<file path="config.mk">
export PLATFORM = sky130hd
export DESIGN_NAME = panel_seq
export DESIGN_NICKNAME = d
export VERILOG_FILES = /design/src/rtl/pnl_pkg.sv /design/src/rtl/pnl_ms_timer.sv /design/src/rtl/pnl_spi_tx.sv /design/src/rtl/pnl_gamma_store.sv /design/src/rtl/panel_seq.sv
export SDC_FILE = /design/constraint.sdc
export NUM_CORES = 1
export LEC_CHECK = 0
export ABC_AREA = 1
export BUFFER_PORTS_ARGS = -buffer_cell sky130_fd_sc_hd__clkbuf_2
export CORE_ASPECT_RATIO = 0.8
export CORE_MARGIN = 2
export CORE_UTILIZATION = 40
export DETAILED_ROUTE_END_ITERATION = 7
export MAX_ROUTING_LAYER = met4
export SLEW_MARGIN = 10
export SYNTH_ARGS = -nofsm -noshare
export SYNTH_HDL_FRONTEND = slang
export SYNTH_SLANG_ARGS = --single-unit
</file>
<file path="constraint.sdc">
create_clock -name clk -period 4.1 [get_ports clk]
set_input_delay 0.82 -clock clk [delete_from_list [all_inputs] [get_ports clk]]
set_output_delay 0.82 -clock clk [all_outputs]
set_load 0.05 [all_outputs]
</file>
<file path="src/rtl/pnl_pkg.sv">
package pnl_pkg;

  localparam int GAMMA_N = 12;
  localparam int GAMMA_W = 10;
  localparam int STEP_W  = 5;

  // script step numbers; the order is the order frames leave the block
  localparam logic [STEP_W-1:0] STEP_MODE   = 5'd0;
  localparam logic [STEP_W-1:0] STEP_MIRROR = 5'd4;
  localparam logic [STEP_W-1:0] STEP_GHI    = 5'd5;
  localparam logic [STEP_W-1:0] STEP_ON_END = 5'd19;
  localparam logic [STEP_W-1:0] STEP_STBY_A = 5'd20;
  localparam logic [STEP_W-1:0] STEP_STBY_B = 5'd21;

  typedef logic [GAMMA_N-1:0][GAMMA_W-1:0] gtab_t;

  typedef enum logic [1:0] {SQ_IDLE, SQ_WAIT_UP, SQ_SEND, SQ_WAIT_DN} sq_state_t;
  typedef enum logic [1:0] {JOB_ON, JOB_OFF_A, JOB_OFF_B, JOB_UPD} job_t;

  function automatic logic [15:0] spi_frame(input logic [5:0] addr, input logic [7:0] data);
    return {addr, 2'b01, data};
  endfunction

  function automatic logic [7:0] mirror_cfg(input logic h, input logic v);
    logic [7:0] r;
    r = 8'h17;
    if (h) r[0] = 1'b0;
    if (v) r[1] = 1'b0;
    return r;
  endfunction

  function automatic logic [GAMMA_W-1:0] gamma_default(input int i);
    case (i)
      0:       return 10'd105;
      1:       return 10'd315;
      2:       return 10'd381;
      3:       return 10'd431;
      4:       return 10'd490;
      5:       return 10'd537;
      6:       return 10'd579;
      7:       return 10'd686;
      8:       return 10'd780;
      9:       return 10'd837;
      10:      return 10'd880;
      default: return 10'd1023;
    endcase
  endfunction

  // top two bits of four entries, first entry in the highest pair
  function automatic logic [7:0] gamma_hi(input gtab_t t, input int grp);
    logic [7:0] r;
    r = '0;
    for (int k = 0; k < 4; k++) r[7-2*k -: 2] = t[grp*4+k][9:8];
    return r;
  endfunction

  function automatic logic [15:0] script_word(input logic [STEP_W-1:0] step, input logic [2:0] mode,
                                              input logic h, input logic v, input gtab_t t);
    int s;
    s = int'(step);
    case (step)
      5'd0:  return spi_frame(6'h02, {5'b00001, mode});
      5'd1:  return spi_frame(6'h03, 8'hDF);
      5'd2:  return spi_frame(6'h20, 8'hF0);
      5'd3:  return spi_frame(6'h21, 8'hF0);
      5'd4:  return spi_frame(6'h04, mirror_cfg(h, v));
      5'd20: return spi_frame(6'h03, 8'hD8);
      5'd21: return spi_frame(6'h03, 8'hD0);
      default: begin
        if (s >= 5 && s < 8)
          return spi_frame(6'(12 + s), gamma_hi(t, s - 5));
        else if (s >= 8 && s < 20)
          return spi_frame(6'(12 + s), t[s-8][7:0]);
        else
          return 16'h0000;
      end
    endcase
  endfunction

endpackage

</file>
<file path="src/rtl/pnl_ms_timer.sv">
module pnl_ms_timer #(
  parameter int CYC_PER_MS = 100000,
  parameter int MAX_MS     = 160
) (
  input  logic       clk,
  input  logic       rst_n,
  input  logic       start,
  input  logic [7:0] ms,
  output logic       done
);
  localparam int CW = $clog2(CYC_PER_MS * MAX_MS + 1);

  logic [CW-1:0] cnt;
  logic          run;

  assign done = run && (cnt == '0);

  always_ff @(posedge clk or negedge rst_n) begin
    if (!rst_n) begin
      cnt <= '0;
      run <= 1'b0;
    end else if (start) begin
      cnt <= CW'(int'(ms) * CYC_PER_MS - 1);
      run <= 1'b1;
    end else if (done) begin
      run <= 1'b0;
    end else if (run) begin
      cnt <= cnt - 1'b1;
    end
  end
endmodule

</file>
<file path="src/rtl/pnl_spi_tx.sv">
module pnl_spi_tx #(
  parameter int HALF_CYC = 4
) (
  input  logic        clk,
  input  logic        rst_n,
  input  logic        start,
  input  logic [15:0] word,
  output logic        sclk,
  output logic        mosi,
  output logic        cs_n,
  output logic        done
);
  localparam int HCW = $clog2(HALF_CYC) + 1;
  localparam logic [HCW-1:0] HALF_LAST = HCW'(HALF_CYC - 1);

  logic [15:0]    shreg;
  logic [HCW-1:0] half_cnt;
  logic [3:0]     bit_cnt;
  logic           active;

  assign mosi = !cs_n && shreg[15];

  always_ff @(posedge clk or negedge rst_n) begin
    if (!rst_n) begin
      shreg    <= '0;
      half_cnt <= '0;
      bit_cnt  <= '0;
      active   <= 1'b0;
      sclk     <= 1'b0;
      cs_n     <= 1'b1;
      done     <= 1'b0;
    end else begin
      done <= 1'b0;
      if (start && !active) begin
        active   <= 1'b1;
        cs_n     <= 1'b0;
        shreg    <= word;
        sclk     <= 1'b0;
        half_cnt <= '0;
        bit_cnt  <= '0;
      end else if (active) begin
        if (half_cnt == HALF_LAST) begin
          half_cnt <= '0;
          if (!sclk) begin
            sclk <= 1'b1;
          end else begin
            sclk <= 1'b0;
            if (bit_cnt == 4'd15) begin
              active <= 1'b0;
              cs_n   <= 1'b1;
              done   <= 1'b1;
            end else begin
              bit_cnt <= bit_cnt + 1'b1;
              shreg   <= {shreg[14:0], 1'b0};
            end
          end
        end else begin
          half_cnt <= half_cnt + 1'b1;
        end
      end
    end
  end
endmodule

</file>
<file path="src/rtl/pnl_gamma_store.sv">
module pnl_gamma_store
  import pnl_pkg::*;
(
  input  logic               clk,
  input  logic               rst_n,
  input  logic               wr_en,
  input  logic [3:0]         wr_idx,
  input  logic [GAMMA_W-1:0] wr_data,
  output gtab_t              tab
);
  for (genvar g = 0; g < GAMMA_N; g++) begin : g_entry
    logic [GAMMA_W-1:0] val_q;
    always_ff @(posedge clk or negedge rst_n) begin
      if (!rst_n)
        val_q <= gamma_default(g);
      else if (wr_en && (wr_idx == 4'(g)))
        val_q <= wr_data;
    end
    assign tab[g] = val_q;
  end
endmodule

</file>
<file path="src/rtl/panel_seq.sv">
module panel_seq
  import pnl_pkg::*;
#(
  parameter int CYC_PER_MS = 100000,
  parameter int SCLK_HALF  = 4,
  parameter int PWRUP_MS   = 160,
  parameter int PWRDN_MS   = 50
) (
  input  logic       clk,
  input  logic       rst_n,
  input  logic       pwr_on_req,
  input  logic       pwr_off_req,
  input  logic       mode_req,
  input  logic [3:0] mode_val,
  input  logic       mirror_req,
  input  logic       mirror_h,
  input  logic       mirror_v,
  input  logic       gamma_wr,
  input  logic [3:0] gamma_idx,
  input  logic [9:0] gamma_val,
  input  logic       gamma_apply,
  output logic       supply_en,
  output logic       panel_rst_n,
  output logic       spi_sclk,
  output logic       spi_mosi,
  output logic       spi_cs_n,
  output logic       busy,
  output logic       powered
);
  localparam int MAX_MS = (PWRUP_MS > PWRDN_MS) ? PWRUP_MS : PWRDN_MS;

  sq_state_t         state;
  job_t              job;
  logic [STEP_W-1:0] step, step_end;
  logic              issued;
  logic              supply_q, prst_q, powered_q;
  logic              pend_on, pend_off, pend_mode, pend_mir, pend_gam;
  logic [2:0]        mode_q;
  logic              mir_h_q, mir_v_q;
  gtab_t             gtab;

  // named internal events
  logic        in_idle, go_off, go_on, go_mode, go_mir, go_gam, evt_accept;
  logic        spi_start, spi_done, tmr_start, tmr_done, last_step, mode_ok;
  logic [7:0]  tmr_ms;
  logic [15:0] spi_word;

  assign in_idle    = (state == SQ_IDLE);
  assign go_off     = in_idle && pend_off && powered_q;
  assign go_on      = in_idle && pend_on && !powered_q && !go_off;
  assign go_mode    = in_idle && powered_q && !pend_off && pend_mode;
  assign go_mir     = in_idle && powered_q && !pend_off && !pend_mode && pend_mir;
  assign go_gam     = in_idle && powered_q && !pend_off && !pend_mode && !pend_mir && pend_gam;
  assign evt_accept = go_off || go_on || go_mode || go_mir || go_gam;
  assign mode_ok    = mode_req && !mode_val[3];

  assign last_step = (step == step_end);
  assign spi_start = (state == SQ_SEND) && !issued;
  assign spi_word  = script_word(step, mode_q, mir_h_q, mir_v_q, gtab);
  assign tmr_start = go_on || ((state == SQ_SEND) && spi_done && last_step && (job == JOB_OFF_A));
  assign tmr_ms    = go_on ? 8'(PWRUP_MS) : 8'(PWRDN_MS);

  assign supply_en   = supply_q;
  assign panel_rst_n = prst_q;
  assign powered     = powered_q;
  assign busy        = !in_idle;

  pnl_gamma_store u_gamma (
    .clk     (clk),
    .rst_n   (rst_n),
    .wr_en   (gamma_wr),
    .wr_idx  (gamma_idx),
    .wr_data (gamma_val),
    .tab     (gtab)
  );

  pnl_ms_timer #(.CYC_PER_MS(CYC_PER_MS), .MAX_MS(MAX_MS)) u_timer (
    .clk   (clk),
    .rst_n (rst_n),
    .start (tmr_start),
    .ms    (tmr_ms),
    .done  (tmr_done)
  );

  pnl_spi_tx #(.HALF_CYC(SCLK_HALF)) u_spi (
    .clk   (clk),
    .rst_n (rst_n),
    .start (spi_start),
    .word  (spi_word),
    .sclk  (spi_sclk),
    .mosi  (spi_mosi),
    .cs_n  (spi_cs_n),
    .done  (spi_done)
  );

  always_ff @(posedge clk or negedge rst_n) begin
    if (!rst_n) begin
      state     <= SQ_IDLE;
      job       <= JOB_UPD;
      step      <= '0;
      step_end  <= '0;
      issued    <= 1'b0;
      supply_q  <= 1'b0;
      prst_q    <= 1'b0;
      powered_q <= 1'b0;
      pend_on   <= 1'b0;
      pend_off  <= 1'b0;
      pend_mode <= 1'b0;
      pend_mir  <= 1'b0;
      pend_gam  <= 1'b0;
      mode_q    <= 3'd7;
      mir_h_q   <= 1'b0;
      mir_v_q   <= 1'b0;
    end else begin
      case (state)
        SQ_IDLE: begin
          if (go_off) begin
            job <= JOB_OFF_A; step <= STEP_STBY_A; step_end <= STEP_STBY_A;
            issued <= 1'b0; state <= SQ_SEND;
          end else if (go_on) begin
            supply_q <= 1'b1; state <= SQ_WAIT_UP;
          end else if (go_mode) begin
            job <= JOB_UPD; step <= STEP_MODE; step_end <= STEP_MODE;
            issued <= 1'b0; state <= SQ_SEND;
          end else if (go_mir) begin
            job <= JOB_UPD; step <= STEP_MIRROR; step_end <= STEP_MIRROR;
            issued <= 1'b0; state <= SQ_SEND;
          end else if (go_gam) begin
            job <= JOB_UPD; step <= STEP_GHI; step_end <= STEP_ON_END;
            issued <= 1'b0; state <= SQ_SEND;
          end
          // retire the chosen request and any that no longer apply
          if (go_off || !powered_q)  pend_off  <= 1'b0;
          if (go_on || powered_q)    pend_on   <= 1'b0;
          if (go_mode || !powered_q) pend_mode <= 1'b0;
          if (go_mir || !powered_q)  pend_mir  <= 1'b0;
          if (go_gam || !powered_q)  pend_gam  <= 1'b0;
        end
        SQ_WAIT_UP: begin
          if (tmr_done) begin
            prst_q <= 1'b1; job <= JOB_ON; step <= STEP_MODE; step_end <= STEP_ON_END;
            issued <= 1'b0; state <= SQ_SEND;
          end
        end
        SQ_SEND: begin
          if (spi_start) issued <= 1'b1;
          if (spi_done) begin
            if (last_step) begin
              case (job)
                JOB_ON: begin
                  powered_q <= 1'b1; state <= SQ_IDLE;
                end
                JOB_OFF_A: begin
                  prst_q <= 1'b0; state <= SQ_WAIT_DN;
                end
                JOB_OFF_B: begin
                  supply_q <= 1'b0; powered_q <= 1'b0; state <= SQ_IDLE;
                end
                default: state <= SQ_IDLE;
              endcase
            end else begin
              step   <= step + 1'b1;
              issued <= 1'b0;
            end
          end
        end
        SQ_WAIT_DN: begin
          if (tmr_done) begin
            job <= JOB_OFF_B; step <= STEP_STBY_B; step_end <= STEP_STBY_B;
            issued <= 1'b0; state <= SQ_SEND;
          end
        end
        default: state <= SQ_IDLE;
      endcase
      // new requests win over retirement in the same cycle
      if (pwr_on_req)  pend_on  <= 1'b1;
      if (pwr_off_req) pend_off <= 1'b1;
      if (mode_ok) begin
        mode_q <= mode_val[2:0]; pend_mode <= 1'b1;
      end
      if (mirror_req) begin
        mir_h_q <= mirror_h; mir_v_q <= mirror_v; pend_mir <= 1'b1;
      end
      if (gamma_apply) pend_gam <= 1'b1;
    end
  end
endmodule

</file>
-- After elaboration in Yosys (flattened, before gate mapping)
Index checks and enable logic that the tools add are counted.
- flip-flop bits (word level): 200
- output and inout port bits: 7
- input port bits: 28
- equality and inequality tests: 40
- multipliers: 1
- add/subtract/negate cells: 11
- multiplexer cells: 128
- reductions and logical operators: 92
- order comparisons: 9
- operator list (kind ; count):
    binary-select mux 10 bit (select 4 bit) ; 4
    two-way mux 16 bit ; 7
    one-hot mux 16 bit (7 select lines) ; 1
    two-way mux 10 bit ; 8
    two-way mux 5 bit ; 15
    two-way mux 24 bit ; 3
    two-way mux 1 bit ; 55
    nonzero test 2 bit ; 19
    logical AND 1 bit ; 34
    two-way mux 2 bit ; 15
    < comparator 9 x 6 -> 1 bit (second input constant) ; 3
    logical NOT 24 bit ; 1
    two-way mux 8 bit ; 3
    subtractor 24 x 1 -> 24 bit (second input constant) ; 1
    subtractor 24 x 2 -> 24 bit (second input constant) ; 1
    binary-select mux 10 bit (select 2 bit) ; 1
    equality test 4 bit (second input constant) ; 5
    two-way mux 4 bit ; 5
    one-hot mux 5 bit (4 select lines) ; 1
    multiplier 8 x 12 -> 19 bit (second input constant) ; 1
    adder 8 x 3 -> 9 bit (second input constant) ; 2
    equality test 4 x 3 -> 1 bit (second input constant) ; 4
    AND reduction 4 bit ; 4
    one-hot mux 5 bit (3 select lines) ; 1
    other kinds (43) ; 87

-- Logic depth before layout (Yosys ltp)
- word-level depth: 12
- gate-level depth with buffers: 15

-- Cells and area by module
Synthesis repeated with hierarchy kept, for this count alone.
- cell total of the unflattened synthesis: 1815
- area, all modules: 13406.6 µm²
- by module, submodules not included (module ; area each (µm²) ; cells each ; times used):
    pnl_gamma_store ; 5212.5 ; 585 ; 1
    pnl_ms_timer ; 3568.4 ; 502 ; 1
    panel_seq ; 3174.3 ; 543 ; 1
    pnl_spi_tx ; 1451.4 ; 185 ; 1

-- Worst setup path before layout
OpenSTA, ideal clock, no wires.
- path type: register to register
- start point: register step[0]
- end point: register u_spi.shreg[3]
- stages on the path, launching flop included: 14
- period minus slack after synthesis: 2.223 ns
- arrival time: 2.145 ns
- path slack: 1.877 ns
- path buffers: 4
- required time: 4.023 ns
- cell sequence: dfrtp_1 buf_4 inv_4 buf_2 buf_2 ha_1 clkbuf_1 nor2_1 nand2_1 a21oi_1 nor2_1 nand2_1 nand2_1 a21oi_1
- cells in the longest elaborated chain, start to end: 8
- elaborated cells on any way between the ends: 26
- classes of those cells: 3 x add/sub; 4 x order compare; 6 x eq/ne; 10 x mux; 3 x reduce/logical
- RTL lines (element ; line ; source):
    from (decl) ; panel_seq.sv:34 ; logic [STEP_W-1:0] step, step_end;
    from (signal assigned) ; panel_seq.sv:162 ; step <= step + 1'b1;
    subtractor 5 x 3 -> 6 bit / subtractor 5 x 4 -> 6 bit (equally long branches) ; pnl_pkg.sv:71, pnl_pkg.sv:73 ;
    adder 8 x 3 -> 9 bit / binary-select mux 10 bit (select 4 bit) (equally long branches) ; pnl_pkg.sv:53, pnl_pkg.sv:73 ;
    binary-select mux 10 bit (select 4 bit) / two-way mux 8 bit (equally long branches) ; pnl_pkg.sv:53, pnl_pkg.sv:73 ;
    two-way mux 10 bit (implied by the code) / two-way mux 8 bit (equally long branches) ; pnl_pkg.sv:53, pnl_pkg.sv:73 ;
    two-way mux 10 bit (implied by the code) / two-way mux 16 bit (equally long branches) ; pnl_pkg.sv:53, pnl_pkg.sv:72 ;
    two-way mux 16 bit ; pnl_pkg.sv:70 ; if (s >= 5 && s < 8)
    one-hot mux 16 bit (7 select lines) (*) ; pnl_pkg.sv:61 ; case (step)
    two-way mux 16 bit (*) ; pnl_spi_tx.sv:34 ; if (start && !active) begin
    to (signal assigned) ; pnl_spi_tx.sv:37 ; shreg <= word;
    to (signal assigned) ; pnl_spi_tx.sv:54 ; shreg <= {shreg[14:0], 1'b0};
    to (decl) ; pnl_spi_tx.sv:16 ; logic [15:0] shreg;
Mark *: on every way between the ends. The rest lies on a longest branch, timed or not. The select of a mux whose other input is x is not followed.
A chain may end at the register's enable or synchronous reset.

-- Worst setup path after layout
- start point: register step[2]
- end point: register u_spi.shreg[10]
- cells in the longest elaborated chain, start to end: 6
- elaborated cells on any way between the ends: 17
- classes of those cells: 4 x order compare; 6 x eq/ne; 4 x mux; 3 x reduce/logical
- RTL lines (element ; line ; source):
    >= comparator 5 x 4 -> 1 bit / < comparator 5 bit (equally long branches) ; pnl_pkg.sv:72 ; else if (s >= 8 && s < 20)
    logical AND 1 bit ; pnl_pkg.sv:72 ;
    two-way mux 16 bit ; pnl_pkg.sv:72 ;
    two-way mux 16 bit ; pnl_pkg.sv:70 ;
    one-hot mux 16 bit (7 select lines) (*) ; pnl_pkg.sv:61 ;
    two-way mux 16 bit (*) ; pnl_spi_tx.sv:34 ;
Mark *: on every way between the ends. The rest lies on a longest branch, timed or not.

==> metrics.yaml <==
clocking:
  cts_resized: 0
  clkTransAtPathRegs_ps: 80
  insertion_delay_ps: 440
  clock_path_buffers: 2
  cts_root_buffer: "clkbuf_16"
  htreeDepth: 4
  cts_sinks: 199
  cts_buffers: 17
  postCtsSetupBuffers: 0
  cts_hold_buf: 0
  tritoncts: "built"
pwr:
  p_int_mw: 4.41
  pwr-share-seq: 0.411
  power_frac_comb: 0.347
  swShare: 0.393
  powerDensity_mw_per_mm2: 642
  power.clock.fraction: 0.242
  p_sw_mw: 2.86
  peakVddDrop_uv: 319
  leakage_nw: 5.26
drt:
  drcViolationCount: 0
  drtAntennaViolNets: 0
  drt-vias-per-instance: 5.11
  wl_per_cell_um: 15.6
  wl_um: 25900
  drt_iter0_drc: 703
  firstDrtPassIters: 5
  vias: 8520
logic_synthesis:
  syn_inst: 1336
  synthTopCellsByArea: "dfrtp_1 30%, dfstp_2 19%, nand2_1 15%"
  synth_edf_count: 0
  synth_top_family_by_area: "simple AND/OR/NAND/NOR gates"
  yosys.area_share.simple: 0.285
  synthAdderAreaFrac: 0.0157
  syn_avg_cell_area_um2: 7.75
  synth.top_cell.area_share: 0.302
  ys_async_sr_fraction: 1.00
  ys_types: 51
  synth_common_cells: "411 x nand2_1, 171 x o21ai_0, 154 x nor2_1, 125 x dfrtp_1, 85 x inv_1"
  synth.most_common_cell: "nand2_1"
  syn_nets: 1377
  ys.flop_type: "dfrtp_1"
  synth_compound_area_frac: 0.127
  ys_seq_area_frac: 0.490
  yosysTopAreaCell: "dfrtp_1"
  yosys_warnings: 0
  synth_seq_cells: 199
  synth.mux.area_fraction: 0.00326
  synthesis.area_mm2: 0.0104
  synth_xor_area_frac: 0.0152
layout:
  multi_input_area_mm2: 0.00463
  nNetsFinal: 1370
  area_delta_synth_final_pct: 9.35
  n_antenna_cell: 0
  final_cells: 1666
  regArea_mm2: 0.00507
  final_layout_size_suffix_gt1_frac: 0.158
  nFillCells: 2537
critical_path:
  crit_type: "flop to flop"
  crit_required_ps: 4480
  startpoint_type: "flop"
  crit_fanout: 15
  arrival_ps: 2960
  cp-end-kind: "flop"
placed_design:
  gp_congestion: 0.904
  dp_cells: 1634
  post-dp-hpwl_um: 17100
  io_buffer_count: 34
sta:
  tightest_slew_ps: 896
  hold_viol: 0
  final_max_slew_viol_count: 0
  setup-violations-final: 0
  rsz0062_at_grt: "no"
  skew_ps: 12.8
  fin_crit_sh: 0.630
  min_period_ps: 2580
  clock.fmax_ghz: 0.387
  slew-limit-headroom: 0.401
  setup-tns-final_ps: 0
floorplan:
  initial_core_util: 0.408
  die_area_mm2: 0.0272
  num_rows: 52
  dieHeight_um: 148
  io_pins: 35
  core-area_mm2: 0.0254
  die_x_um: 184
global_routing:
  grt_pass1_vias: 8129
  gr-usage-all-layers: 0.209
  grt_first_pass_wirelength_um: 43400
  antenna_found_initial: 0
  grt_max_degree: 103
  grt_overflow: 0
flow_run:
  cap_viol_max_count: 0
min_path:
  worstHoldPathType: "input pin to asynchronous set/reset pin"
run_status:
  status: "finished, final reports clean"
-- final timing paths --
| path | start | to | slack [ps] | cells past startpoint |
|---|---|---|---|---|
| worst max-delay path | step[2] | u_spi.shreg[10] | 1520 | 13 |
| worst min-delay path | rst_n | u_gamma.g_entry[6].val_q[3] | 470 | 1 |
| worst max register to register | step[2] | u_spi.shreg[10] | 1520 | 13 |
| worst min register to register | u_spi.bit_cnt[3] | u_spi.bit_cnt[3] | 470 | 1 |
| max in group asynchronous | rst_n | u_spi.cs_n | 2730 | 2 |
| min in group clk | u_spi.bit_cnt[3] | u_spi.bit_cnt[3] | 470 | 1 |
-- worst max-delay path, stage by stage (launching register included) --
cell	delay [ps]
dfrtp_1	790
clkinv_1	200
ha_1	240
inv_1	60
nor2_2	50
nand2_2	110
nand2_1	60
nor2_1	200
nand4_2	290
nor2_1	260
nand2_1	70
nand3_1	90
nand2_1	50
nand2_1	60
-- cells in the final DEF, fill, tap and decap left out, types with 4 or more instances in the layout --
master / synthesis / routed
inv_1: 85 / 85
inv_6: 0 / 5
ha_1: 13 / 13
o21ai_0: 171 / 171
o22ai_1: 7 / 7
o21ai_1: 12 / 12
dfstp_2: 74 / 74
xor2_1: 13 / 13
nand2_1: 411 / 411
clkbuf_2: 0 / 33
o21ai_2: 4 / 4
nand3_1: 67 / 67
nor2_1: 154 / 154
clkbuf_16: 0 / 17
or2_2: 14 / 14
nor3_1: 6 / 6
a21oi_1: 36 / 36
nor2_4: 4 / 4
nand4_1: 4 / 4
nand3_2: 4 / 4
xnor2_1: 5 / 5
clkbuf_8: 0 / 5
dfrtp_1: 125 / 124
o211ai_1: 4 / 4
nor2_2: 7 / 7
inv_2: 10 / 10
-- cell families after synthesis --
kind of cell | after synthesis
AND/OR/NAND/NOR | 693
AO/OA/AOI/OAI | 248
flip-flops | 199
buffers and inverters | 162
XOR/XNOR | 18
adder cells (fa/ha/maj) | 13
multiplexers | 3
-- state kept, by name, summed over array words and instances, names as in the netlist, 2 cells and up --
register / count
job: 2
mode_q: 3
state: 2
step: 5
step_end: 4
u_gamma.g_entry.val_q: 120
u_spi.bit_cnt: 4
u_spi.half_cnt: 3
u_spi.shreg: 16
u_timer.cnt: 24
-- stage by stage --
| step | setup slack [ps] | total power [mW] | hold slack (ps) | utilization | area, um^2 |
|---|---|---|---|---|---|
| floorplan | 1880 | 4.85 | 434 | - | 10400 |
| global placement | 1600 | 5.49 | 456 | 0.422 | 10700 |
| detailed placement | 1560 | 5.54 | 462 | 0.422 | 10700 |
| CTS | 1540 | 7.33 | 473 | 0.446 | 11300 |
| global route | 1250 | 7.86 | 504 | 0.446 | 11300 |
| finish | 1520 | 7.27 | 467 | 0.446 | 11300 |
-- area by class of cell --
cell class,count,area share
Sequential cell,199,0.448
Multi-Input combinational cell,975,0.408
Tap cell,324,0.0358
Clock buffer,21,0.0424
Clock inverter,11,0.0118
Inverter,97,0.0324
Timing Repair Buffer,39,0.0213
-- power groups by stage --
stage / registers, mW / clock network (mW) / logic (mW)
2_1_floorplan: 2.92 / 0 / 1.93
3_3_place_gp: 3.00 / 0 / 2.49
3_5_place_dp: 3.01 / 0 / 2.53
4_1_cts: 2.98 / 1.80 / 2.54
5_1_grt: 3.06 / 1.89 / 2.92
6_report: 2.98 / 1.76 / 2.52
-- routing by layer --
layer | track usage | vias up | part of all wire
met5 | - | - | 0
met3 | 0.0360 | 19 | 0.042
met4 | 0.0412 | 0 | 0.0081
li1 | - | 4252 | -
met1 | 0.303 | 4076 | 0.51
met2 | 0.308 | 173 | 0.44
Power figures use the tool's default switching activity.
